==> src/rtl/rtc_pkg.sv <==
package rtc_pkg;

  localparam int unsigned DATA_W    = 32;
  localparam int unsigned BE_W      = DATA_W / 8;
  localparam int unsigned IDX_W     = 4;
  localparam int unsigned EV_W      = 2;
  localparam int unsigned AE_W      = 1;
  localparam logic [31:0] CTRL_RST  = 32'h0100_0000;
  localparam logic [31:0] CTRL_WMSK = 32'h8F00_0001;
  localparam logic [31:0] TRIM_MSK  = 32'h001F_FFFF;

  typedef enum logic [IDX_W-1:0] {
    W_NOW     = 4'd0,
    W_LOAD    = 4'd1,
    W_ALARM   = 4'd2,
    W_CTRL    = 4'd3,
    W_SUBSEC  = 4'd4,
    W_TRIM    = 4'd5,
    W_SCRATCH = 4'd6,
    W_HOLE    = 4'd7,
    W_EVST    = 4'd8,
    W_EVMSK   = 4'd9,
    W_EVEN    = 4'd10,
    W_EVDIS   = 4'd11,
    W_AEST    = 4'd12,
    W_AEMSK   = 4'd13,
    W_AEEN    = 4'd14,
    W_AEDIS   = 4'd15
  } reg_idx_e;

endpackage

==> src/rtl/rtc_seconds.sv <==
module rtc_seconds #(
  parameter int unsigned CNT_W = 32
) (
  input  logic             clk,
  input  logic             rst,
  input  logic             tick,
  input  logic             load_we,
  input  logic [CNT_W-1:0] load_val,
  input  logic             alarm_we,
  input  logic [CNT_W-1:0] alarm_val,
  output logic [CNT_W-1:0] count,
  output logic [CNT_W-1:0] alarm,
  output logic             alarm_hit
);

  // load has priority over the strobe increment
  always_ff @(posedge clk) begin
    if (rst) begin
      count <= '0;
    end else if (load_we) begin
      count <= load_val;
    end else if (tick) begin
      count <= count + 1'b1;
    end
  end

  always_ff @(posedge clk) begin
    if (rst) begin
      alarm <= '0;
    end else if (alarm_we) begin
      alarm <= alarm_val;
    end
  end

  assign alarm_hit = (count == alarm);

endmodule

==> src/rtl/rtc_irq_bank.sv <==
module rtc_irq_bank #(
  parameter int unsigned   W        = 2,
  parameter logic [W-1:0]  MASK_RST = '1
) (
  input  logic         clk,
  input  logic         rst,
  input  logic [W-1:0] hw_set,
  input  logic         clr_we,
  input  logic         en_we,
  input  logic         dis_we,
  input  logic [W-1:0] wval,
  output logic [W-1:0] stat,
  output logic [W-1:0] mask,
  output logic         irq
);

  logic [W-1:0] stat_d;
  logic [W-1:0] mask_d;

  for (genvar gi = 0; gi < W; gi++) begin : g_bit
    // a hardware set beats a write-1-clear in the same cycle
    assign stat_d[gi] = hw_set[gi] | (stat[gi] & ~(clr_we & wval[gi]));
    assign mask_d[gi] = (dis_we & wval[gi]) | (mask[gi] & ~(en_we & wval[gi]));
  end

  always_ff @(posedge clk) begin
    if (rst) begin
      stat <= '0;
      mask <= MASK_RST;
      irq  <= 1'b0;
    end else begin
      stat <= stat_d;
      mask <= mask_d;
      irq  <= |(stat_d & ~mask_d);
    end
  end

endmodule

==> src/rtl/rtc_regblock.sv <==
module rtc_regblock #(
  parameter int unsigned ADDR_W    = 8,
  parameter int unsigned CNT_W     = 32,
  parameter logic [31:0] TRIM_INIT = 32'hFFF2_3456
) (
  input  logic              clk,
  input  logic              rst,
  input  logic              tick_sec,
  input  logic              bus_req,
  input  logic              bus_we,
  input  logic [ADDR_W-1:0] bus_addr,
  input  logic [3:0]        bus_be,
  input  logic [31:0]       bus_wdata,
  output logic [31:0]       bus_rdata,
  output logic              bus_rvalid,
  output logic              irq_event,
  output logic              irq_addr_err
);
  import rtc_pkg::*;

  localparam int unsigned MAP_BITS = IDX_W + 2;

  reg_idx_e               idx;
  logic                   in_map;
  logic                   acc_ok;
  logic                   bad_acc;
  logic                   wr_ok;
  logic [CNT_W-1:0]       sec_count;
  logic [CNT_W-1:0]       alarm_q;
  logic                   alarm_hit;
  logic [EV_W-1:0]        ev_stat, ev_mask;
  logic [AE_W-1:0]        ae_stat, ae_mask;
  logic [31:0]            ctrl_q;
  logic [31:0]            scratch_q;
  logic [31:0]            rd_mux;

  assign idx     = reg_idx_e'(bus_addr[MAP_BITS-1:2]);
  assign in_map  = (bus_addr[ADDR_W-1:MAP_BITS] == '0);
  assign acc_ok  = in_map && (bus_addr[1:0] == 2'b00) && (&bus_be) && (idx != W_HOLE);
  assign bad_acc = bus_req && !acc_ok;
  assign wr_ok   = bus_req && bus_we && acc_ok;

  rtc_seconds #(.CNT_W(CNT_W)) u_sec (
    .clk       (clk),
    .rst       (rst),
    .tick      (tick_sec),
    .load_we   (wr_ok && idx == W_LOAD),
    .load_val  (bus_wdata[CNT_W-1:0]),
    .alarm_we  (wr_ok && idx == W_ALARM),
    .alarm_val (bus_wdata[CNT_W-1:0]),
    .count     (sec_count),
    .alarm     (alarm_q),
    .alarm_hit (alarm_hit)
  );

  rtc_irq_bank #(.W(EV_W), .MASK_RST({EV_W{1'b1}})) u_ev (
    .clk    (clk),
    .rst    (rst),
    .hw_set ({alarm_hit, tick_sec}),
    .clr_we (wr_ok && idx == W_EVST),
    .en_we  (wr_ok && idx == W_EVEN),
    .dis_we (wr_ok && idx == W_EVDIS),
    .wval   (bus_wdata[EV_W-1:0]),
    .stat   (ev_stat),
    .mask   (ev_mask),
    .irq    (irq_event)
  );

  rtc_irq_bank #(.W(AE_W), .MASK_RST({AE_W{1'b1}})) u_ae (
    .clk    (clk),
    .rst    (rst),
    .hw_set (bad_acc),
    .clr_we (wr_ok && idx == W_AEST),
    .en_we  (wr_ok && idx == W_AEEN),
    .dis_we (wr_ok && idx == W_AEDIS),
    .wval   (bus_wdata[AE_W-1:0]),
    .stat   (ae_stat),
    .mask   (ae_mask),
    .irq    (irq_addr_err)
  );

  always_ff @(posedge clk) begin
    if (rst) begin
      ctrl_q    <= CTRL_RST;
      scratch_q <= '0;
    end else begin
      if (wr_ok && idx == W_CTRL) begin
        ctrl_q <= (ctrl_q & ~CTRL_WMSK) | (bus_wdata & CTRL_WMSK);
      end
      if (wr_ok && idx == W_SCRATCH) begin
        scratch_q <= bus_wdata;
      end
    end
  end

  always_comb begin
    case (idx)
      W_NOW, W_LOAD: rd_mux = 32'(sec_count);
      W_ALARM:       rd_mux = 32'(alarm_q);
      W_CTRL:        rd_mux = ctrl_q;
      W_TRIM:        rd_mux = TRIM_INIT & TRIM_MSK;
      W_SCRATCH:     rd_mux = scratch_q;
      W_EVST:        rd_mux = 32'(ev_stat);
      W_EVMSK:       rd_mux = 32'(ev_mask);
      W_AEST:        rd_mux = 32'(ae_stat);
      W_AEMSK:       rd_mux = 32'(ae_mask);
      default:       rd_mux = '0;
    endcase
  end

  always_ff @(posedge clk) begin
    if (rst) begin
      bus_rdata  <= '0;
      bus_rvalid <= 1'b0;
    end else begin
      bus_rvalid <= bus_req && !bus_we;
      if (bus_req && !bus_we) begin
        bus_rdata <= acc_ok ? rd_mux : '0;
      end
    end
  end

endmodule

==> config.mk <==
export PLATFORM = sky130hd
export DESIGN_NAME = rtc_regblock
export DESIGN_NICKNAME = d
export VERILOG_FILES = /design/src/rtl/rtc_pkg.sv /design/src/rtl/rtc_seconds.sv /design/src/rtl/rtc_irq_bank.sv /design/src/rtl/rtc_regblock.sv
export SDC_FILE = /design/constraint.sdc
export NUM_CORES = 1
export LEC_CHECK = 0
export BUFFER_PORTS_ARGS = -buffer_cell sky130_fd_sc_hd__buf_2
export CAP_MARGIN = 10
export CORE_MARGIN = 1.5
export CORE_UTILIZATION = 58
export DETAILED_ROUTE_END_ITERATION = 6
export GPL_TIMING_DRIVEN = 0
export PLACE_DENSITY_LB_ADDON = 0.3
export SYNTH_ARGS = -nofsm -noshare
export SYNTH_HDL_FRONTEND = slang
export SYNTH_SLANG_ARGS = --single-unit
==> constraint.sdc <==
create_clock -name clk -period 2.9 [get_ports clk]
set_clock_uncertainty 0.15 [all_clocks]
set_input_delay 0 -clock clk [delete_from_list [all_inputs] [get_ports clk]]
set_output_delay 0 -clock clk [all_outputs]
set_load 0.03 [all_outputs]
[After elaboration in Yosys (flattened, before gate mapping)]
Cells that the tools add are included.
Storage, ports and cells
  logic and storage cells: 90
  input bits: 49
  output and inout bits: 35
  register bits after elaboration: 169
Cells by class
  mux-type cells: 4
  add/sub/neg operators: 1
  eq/ne operators: 15
  reductions and logical operators: 26
  bitwise logic cells: 32
Operator list (count)
  32-bit one-hot mux with 9 select lines: 1
  32-bit 2-to-1 mux: 3
  32-bit by 1-bit adder with 32-bit output, second input constant: 1
  32-bit == test: 1
  4-bit == test, second input constant: 8
  31-bit by 32-bit OR with 32-bit output: 1
  1-bit logical AND: 17
  1-bit bitwise AND: 16
  4-bit by 2-bit == test with 1-bit output, second input constant: 2
  4-bit by 3-bit == test with 1-bit output, second input constant: 2
  1-bit NOT: 7
  1-bit OR: 6
  4-bit by 1-bit == test with 1-bit output, second input constant: 1
  2-bit logical NOT: 2
  4-bit logical NOT: 1
  4-bit by 3-bit inequality test with 1-bit output, second input constant: 1
  4-bit AND reduction: 1
  2-bit OR reduction: 2
  2-bit bitwise AND: 1
  1-bit logical NOT: 2
  2-bit NOT: 1
  2-bit nonzero test: 1

[Longest topological paths before layout]
  word-level depth: 13
  gate-level depth with buffers: 9
  depth with buffers taken out: 6

[Hierarchy]
A second synthesis with hierarchy kept.
Unflattened totals
  cell total of the unflattened synthesis: 861
  area total of the unflattened synthesis: 7030.5 um^2
Modules (own cells, without submodules)
  rtc_seconds: cells an instance 399, area each 3434.5 um^2, instances 1, seq. area each 1281.2 um^2
  rtc_regblock: cells an instance 436, area each 3324.4 um^2, instances 1, seq. area each 1421.4 um^2
  rtc_irq_bank at u_ev: cells an instance 16, area each 158.9 um^2, instances 1, seq. area each 100.1 um^2
  rtc_irq_bank at u_ae: cells an instance 10, area each 112.6 um^2, instances 1, seq. area each 60.1 um^2

[Least setup slack after synthesis]
Ideal clock, no wire load.
  path type: input -> register
  from: input bus_addr[7]
  to: register bus_rdata[3]
  setup slack: 754 ps
  arrival: 1932 ps
  setup time: 64 ps
  required time: 2686 ps
  stages: 7
  path buffers: 2
  cells stage by stage: or4_4 -> or3_4 -> or4b_1 -> buf_2 -> buf_6 -> a2bb2oi_2 -> nor2_2
Between the ends
  cells in the longest elaborated chain, start to end: 5
Ends and longest elaborated chain
  start: declaration: RTL line rtc_regblock.sv:11  | input logic [ADDR_W-1:0] bus_addr,
  2-bit logical NOT: RTL line rtc_regblock.sv:38  | assign in_map = (bus_addr[ADDR_W-1:MAP_BITS] == '0);
  1-bit logical AND (3 in series): RTL line rtc_regblock.sv:39  | assign acc_ok = in_map && (bus_addr[1:0] == 2'b00) && (&bus_be) && (idx != W_HOLE);
  32-bit 2-to-1 mux: RTL line rtc_regblock.sv:118  | bus_rdata <= acc_ok ? rd_mux : '0;
  end signal: assignment: RTL line rtc_regblock.sv:118
  end: declaration: RTL line rtc_regblock.sv:14  | output logic [31:0] bus_rdata,
Every way passes these cells.
A chain may end at the register's enable or synchronous reset.

[Worst setup path after layout]
  from: input bus_addr[1]
  to: register u_ae.stat
Between the ends
  cells in the longest elaborated chain, start to end: 10
  elaborated cells between the ends (all ways): 12
  classes of those cells: 4 x bitwise; 8 x reduce/logical
Ends and longest elaborated chain
  2-bit logical NOT *: RTL line rtc_regblock.sv:39
  1-bit logical AND * (3 in series): RTL line rtc_regblock.sv:39
  1-bit logical AND: RTL line rtc_regblock.sv:41  | assign wr_ok = bus_req && bus_we && acc_ok;
  1-bit logical AND: RTL line rtc_regblock.sv:73  | .clr_we (wr_ok && idx == W_AEST),
  1-bit bitwise AND: RTL line rtc_irq_bank.sv:22  | assign stat_d[gi] = hw_set[gi] | (stat[gi] & ~(clr_we & wval[gi]));
  1-bit NOT: RTL line rtc_irq_bank.sv:22
  1-bit bitwise AND: RTL line rtc_irq_bank.sv:22
  1-bit OR *: RTL line rtc_irq_bank.sv:22
  end signal: assignment: RTL line rtc_irq_bank.sv:32  | stat <= stat_d;
  end: declaration: RTL line rtc_irq_bank.sv:12  | output logic [W-1:0] stat,
Mark *: on every way between the ends. The rest lies on a longest branch, timed or not.

==> results.md <==
- FILL cells: just over 800
- Drt wl/cell: 21.0 um
- Final wirelength: 23.0 mm
- Worst rel slew slack: 0.425
- Setup TNS: 0 ps
- Core Box Area: 11000 sq um
- R2R Path Start: u_sec.count[10]
- Clk pwr share: 0.520
- Status: complete, but fails checks
- H-tree levels: 4
- Syn nets: 854
- Psw: roughly 0.0010 W
- DRT antenna net count: 0
- Syn Inst Count: about 800
- Fmax: 372 MHz
- Largest net degree at the start of global routing: 17
- VDD IR max: 0.000769 V
- Via/cell ratio: ~6.4
- # setup viols final: 0
- Yosys reg bits: between 100 and 150
- DP Wirelength: 15.4 mm
- GRT Util Overall: 0.391
- Synth area leader: dfxtp_1
- First-pass detailed-route iteration total: 7
- Share of cells above drive strength 1: 0.156
- Area Growth Syn to Fin: 25.1%
- Switching share of power: 0.220
- CP max FO: 4
- MaxCap Viol Count: 0
- Synth top area cells: dfxtp_1 (43%), nand2_1 (9.3%), a21oi_1 (5.9%), xnor2_1 (5.4%), nor2_1 (4.0%)
- Slew Viols, Final: 0
- Post-layout min period: 2690 ps
- Vias in the first global route: 6633
- Cell Count, Final, Fillers Out: 1098
- Reg clk slew, reported paths: about 60 ps
- Worst Setup Slack, final: 213 ps
- Worst-skew pair later-pin latency: between 400 and 500 ps
- Slew at the pin closest to its max-slew limit: 850 ps
- Sink Count: 143
- Worst hold path class: in2reg
- Final period util: 0.926
- Most frequent cells in the layout: nand2_1 (165), dfxtp_1 (143), buf_2 (87)
- Worst path arrival time: 2850 ps
- Vias: 7036
- N_diodes: 0
- Placement Setup Slack: 116 ps
- Setup CP Type: in2reg
- Inst Count DP: 1024
- WHS Path Cells: 5
- Syn_area_per_cell: 8.27 sq um
- Reg2reg setup slack: 260 ps
- Leakage power total: 2.95 nW
- Reg2Reg Capture Point: u_sec.count[31]
- RSZ-0062 raised after global routing: false
- Sequential area share after synthesis: 0.431
- # port buffers: 80
- Deepest clock path buffer count: 2
- Worst Path Required: roughly 3100 ps
- Mapped cell area: 6650 sq um
- Die Wd: 110 um
- Register share of total power: 0.425
- Hold_sp: bus_be[1]
- Failing checks: design-rule violations
- Total grt overflow: 0
- First-pass GRT wire length: approximately 35 mm
- Startpoint class of the critical path: primary input
- Die height: 110 um
- Die Footprint: 12100 sq um
- DRC Markers: 2
- Site Rows: 38
- Initial antenna violation count: 0
- GPL Wtd Cong: 0.944
- P_int: 0.00364 W
- Pwr per Cell Area: 560 nW/um^2
- Final hold violation count: 0
- CTS Buf Count: 17
- Initial core utilization: 0.605
- Nets: 995
- Yosys top cell area share: 0.431
- Reg2Reg Depth: 6
- Number of library cell types mapped by synthesis: 51
- CTS tree: yes
- Min Hold Slack: 15.5 ps
- Most common cell after layout, fill and taps aside: nand2_1
- Worst-case hold path end point: u_sec.alarm[0]
- Initial detailed-routing violation count: 854
- Worst setup EP type: flop
- Ports: 84
- Synth warn: 0
- CTS root buf: clkbuf_16
- Comb power frac: 0.055
## registers in the layout (all words and copies together) (netlist names)
name	count
u_sec.count	32
u_ae.irq	1
u_ev.mask	2
bus_rdata	32
u_ae.mask	1
u_sec.alarm	32
scratch_q	32
u_ae.stat	1
bus_rvalid	1
u_ev.stat	2
ctrl_q	6
u_ev.irq	1
## cell families after synthesis
family | share of synthesized area
fa+ha+maj | 0.00188
buf+inv | 0.0420
compound gates | 0.198
simple gates | 0.234
flops | 0.431
mux | 0.0107
xor+xnor | 0.0830
## cells in the mapped netlist (all sizes together)
library cell and n:
nand2 165, dfxtp 143, nor2 81, a21oi 78, clkbuf 57, xnor2 41
a211oi 32, a22oi 25, a222oi 22, nand4 22, xor2 22, nand3 20
a2bb2oi 17, buf 11, nor4 10, and3 6, mux2i 6, nor3 5
and2 4, nor4b 4, and4 3, nand2b 3, nor4bb 3, or4 3
nor2b 2, o21ai 2, a21boi 1, a221oi 1, a31oi 1, a32oi 1
and4b 1, ha 1, inv 1, mux2 1, nand3b 1, nand4b 1
o22ai 1, o31a 1, o41ai 1, or2 1, or3 1, or3b 1
or4b 1
## worst max-delay path: stages
cell	delay (ps)
dlygate4sd3_1	530
buf_2	120
or4_4	490
or3_4	420
nand2_1	80
dlygate4sd3_1	540
a21oi_1	80
dlygate4sd3_1	600
## stage by stage
step	util	area (sq um)	total power [W]
final	0.757	8320	0.00466
after global routing	0.757	8320	0.00474
after CTS	0.755	8290	0.00463
after detailed placement	0.658	7220	0.00222
after global placement	0.658	7220	0.00222
after floorplan	-	6650	0.00212
## final cells by class
class | instances | area (sq um) | area share
inverters | 1 | 3.75 | 0.000451
plain buffers | 68 | 277 | 0.0333
flip-flops and latches | 143 | 2860 | 0.344
clock inverters | 11 | 186 | 0.0224
clock buffers | 21 | 460 | 0.0554
repair buffers | 122 | 821 | 0.0987
multi-input cells | 592 | 3530 | 0.424
well taps | 140 | 175 | 0.0211
## metal layers
layer / vias up / part of all wire / GRT usage
met1: 3308 / 0.39 / 0.477
met3: 124 / 0.11 / 0.113
met2: 465 / 0.46 / 0.623
li1: 3139 / - / -
met5: - / 0 / 0
met4: 0 / 0.051 / 0.215
## worst max path at each step
stage	startpoint	endpoint	slack, ps	depth (start not counted)
2_1_floorplan	bus_addr[7]	bus_rdata[3]	750	7
3_3_place_gp	bus_addr[7]	bus_rdata[0]	110	7
3_5_place_dp	bus_addr[7]	bus_rdata[0]	120	7
4_1_cts	bus_addr[1]	u_ae.irq	20	8
5_1_grt	u_sec.count[6]	u_sec.count[31]	5	6
6_report	bus_addr[1]	u_ae.stat	210	8
## what timing repair did
item / 4_1_cts / 5_1_grt
endpoints found under the setup margin: 0 / 32
resized for setup: 0 / 6
setup buffers: 0 / 0
hold endpoints to repair: 106 / 0
hold buffers: 42 / 0
## power by group through the flow
stage	Combinational [W]	Clock (W)	Sequential, W
6_report	0.000258	0.00242	0.00198
3_5_place_dp	0.000201	0	0.00202
5_1_grt	0.000270	0.00249	0.00198
3_3_place_gp	0.000198	0	0.00202
2_1_floorplan	0.0000992	0	0.00202
4_1_cts	0.000246	0.00241	0.00198
(Power assumes the default switching activity.)
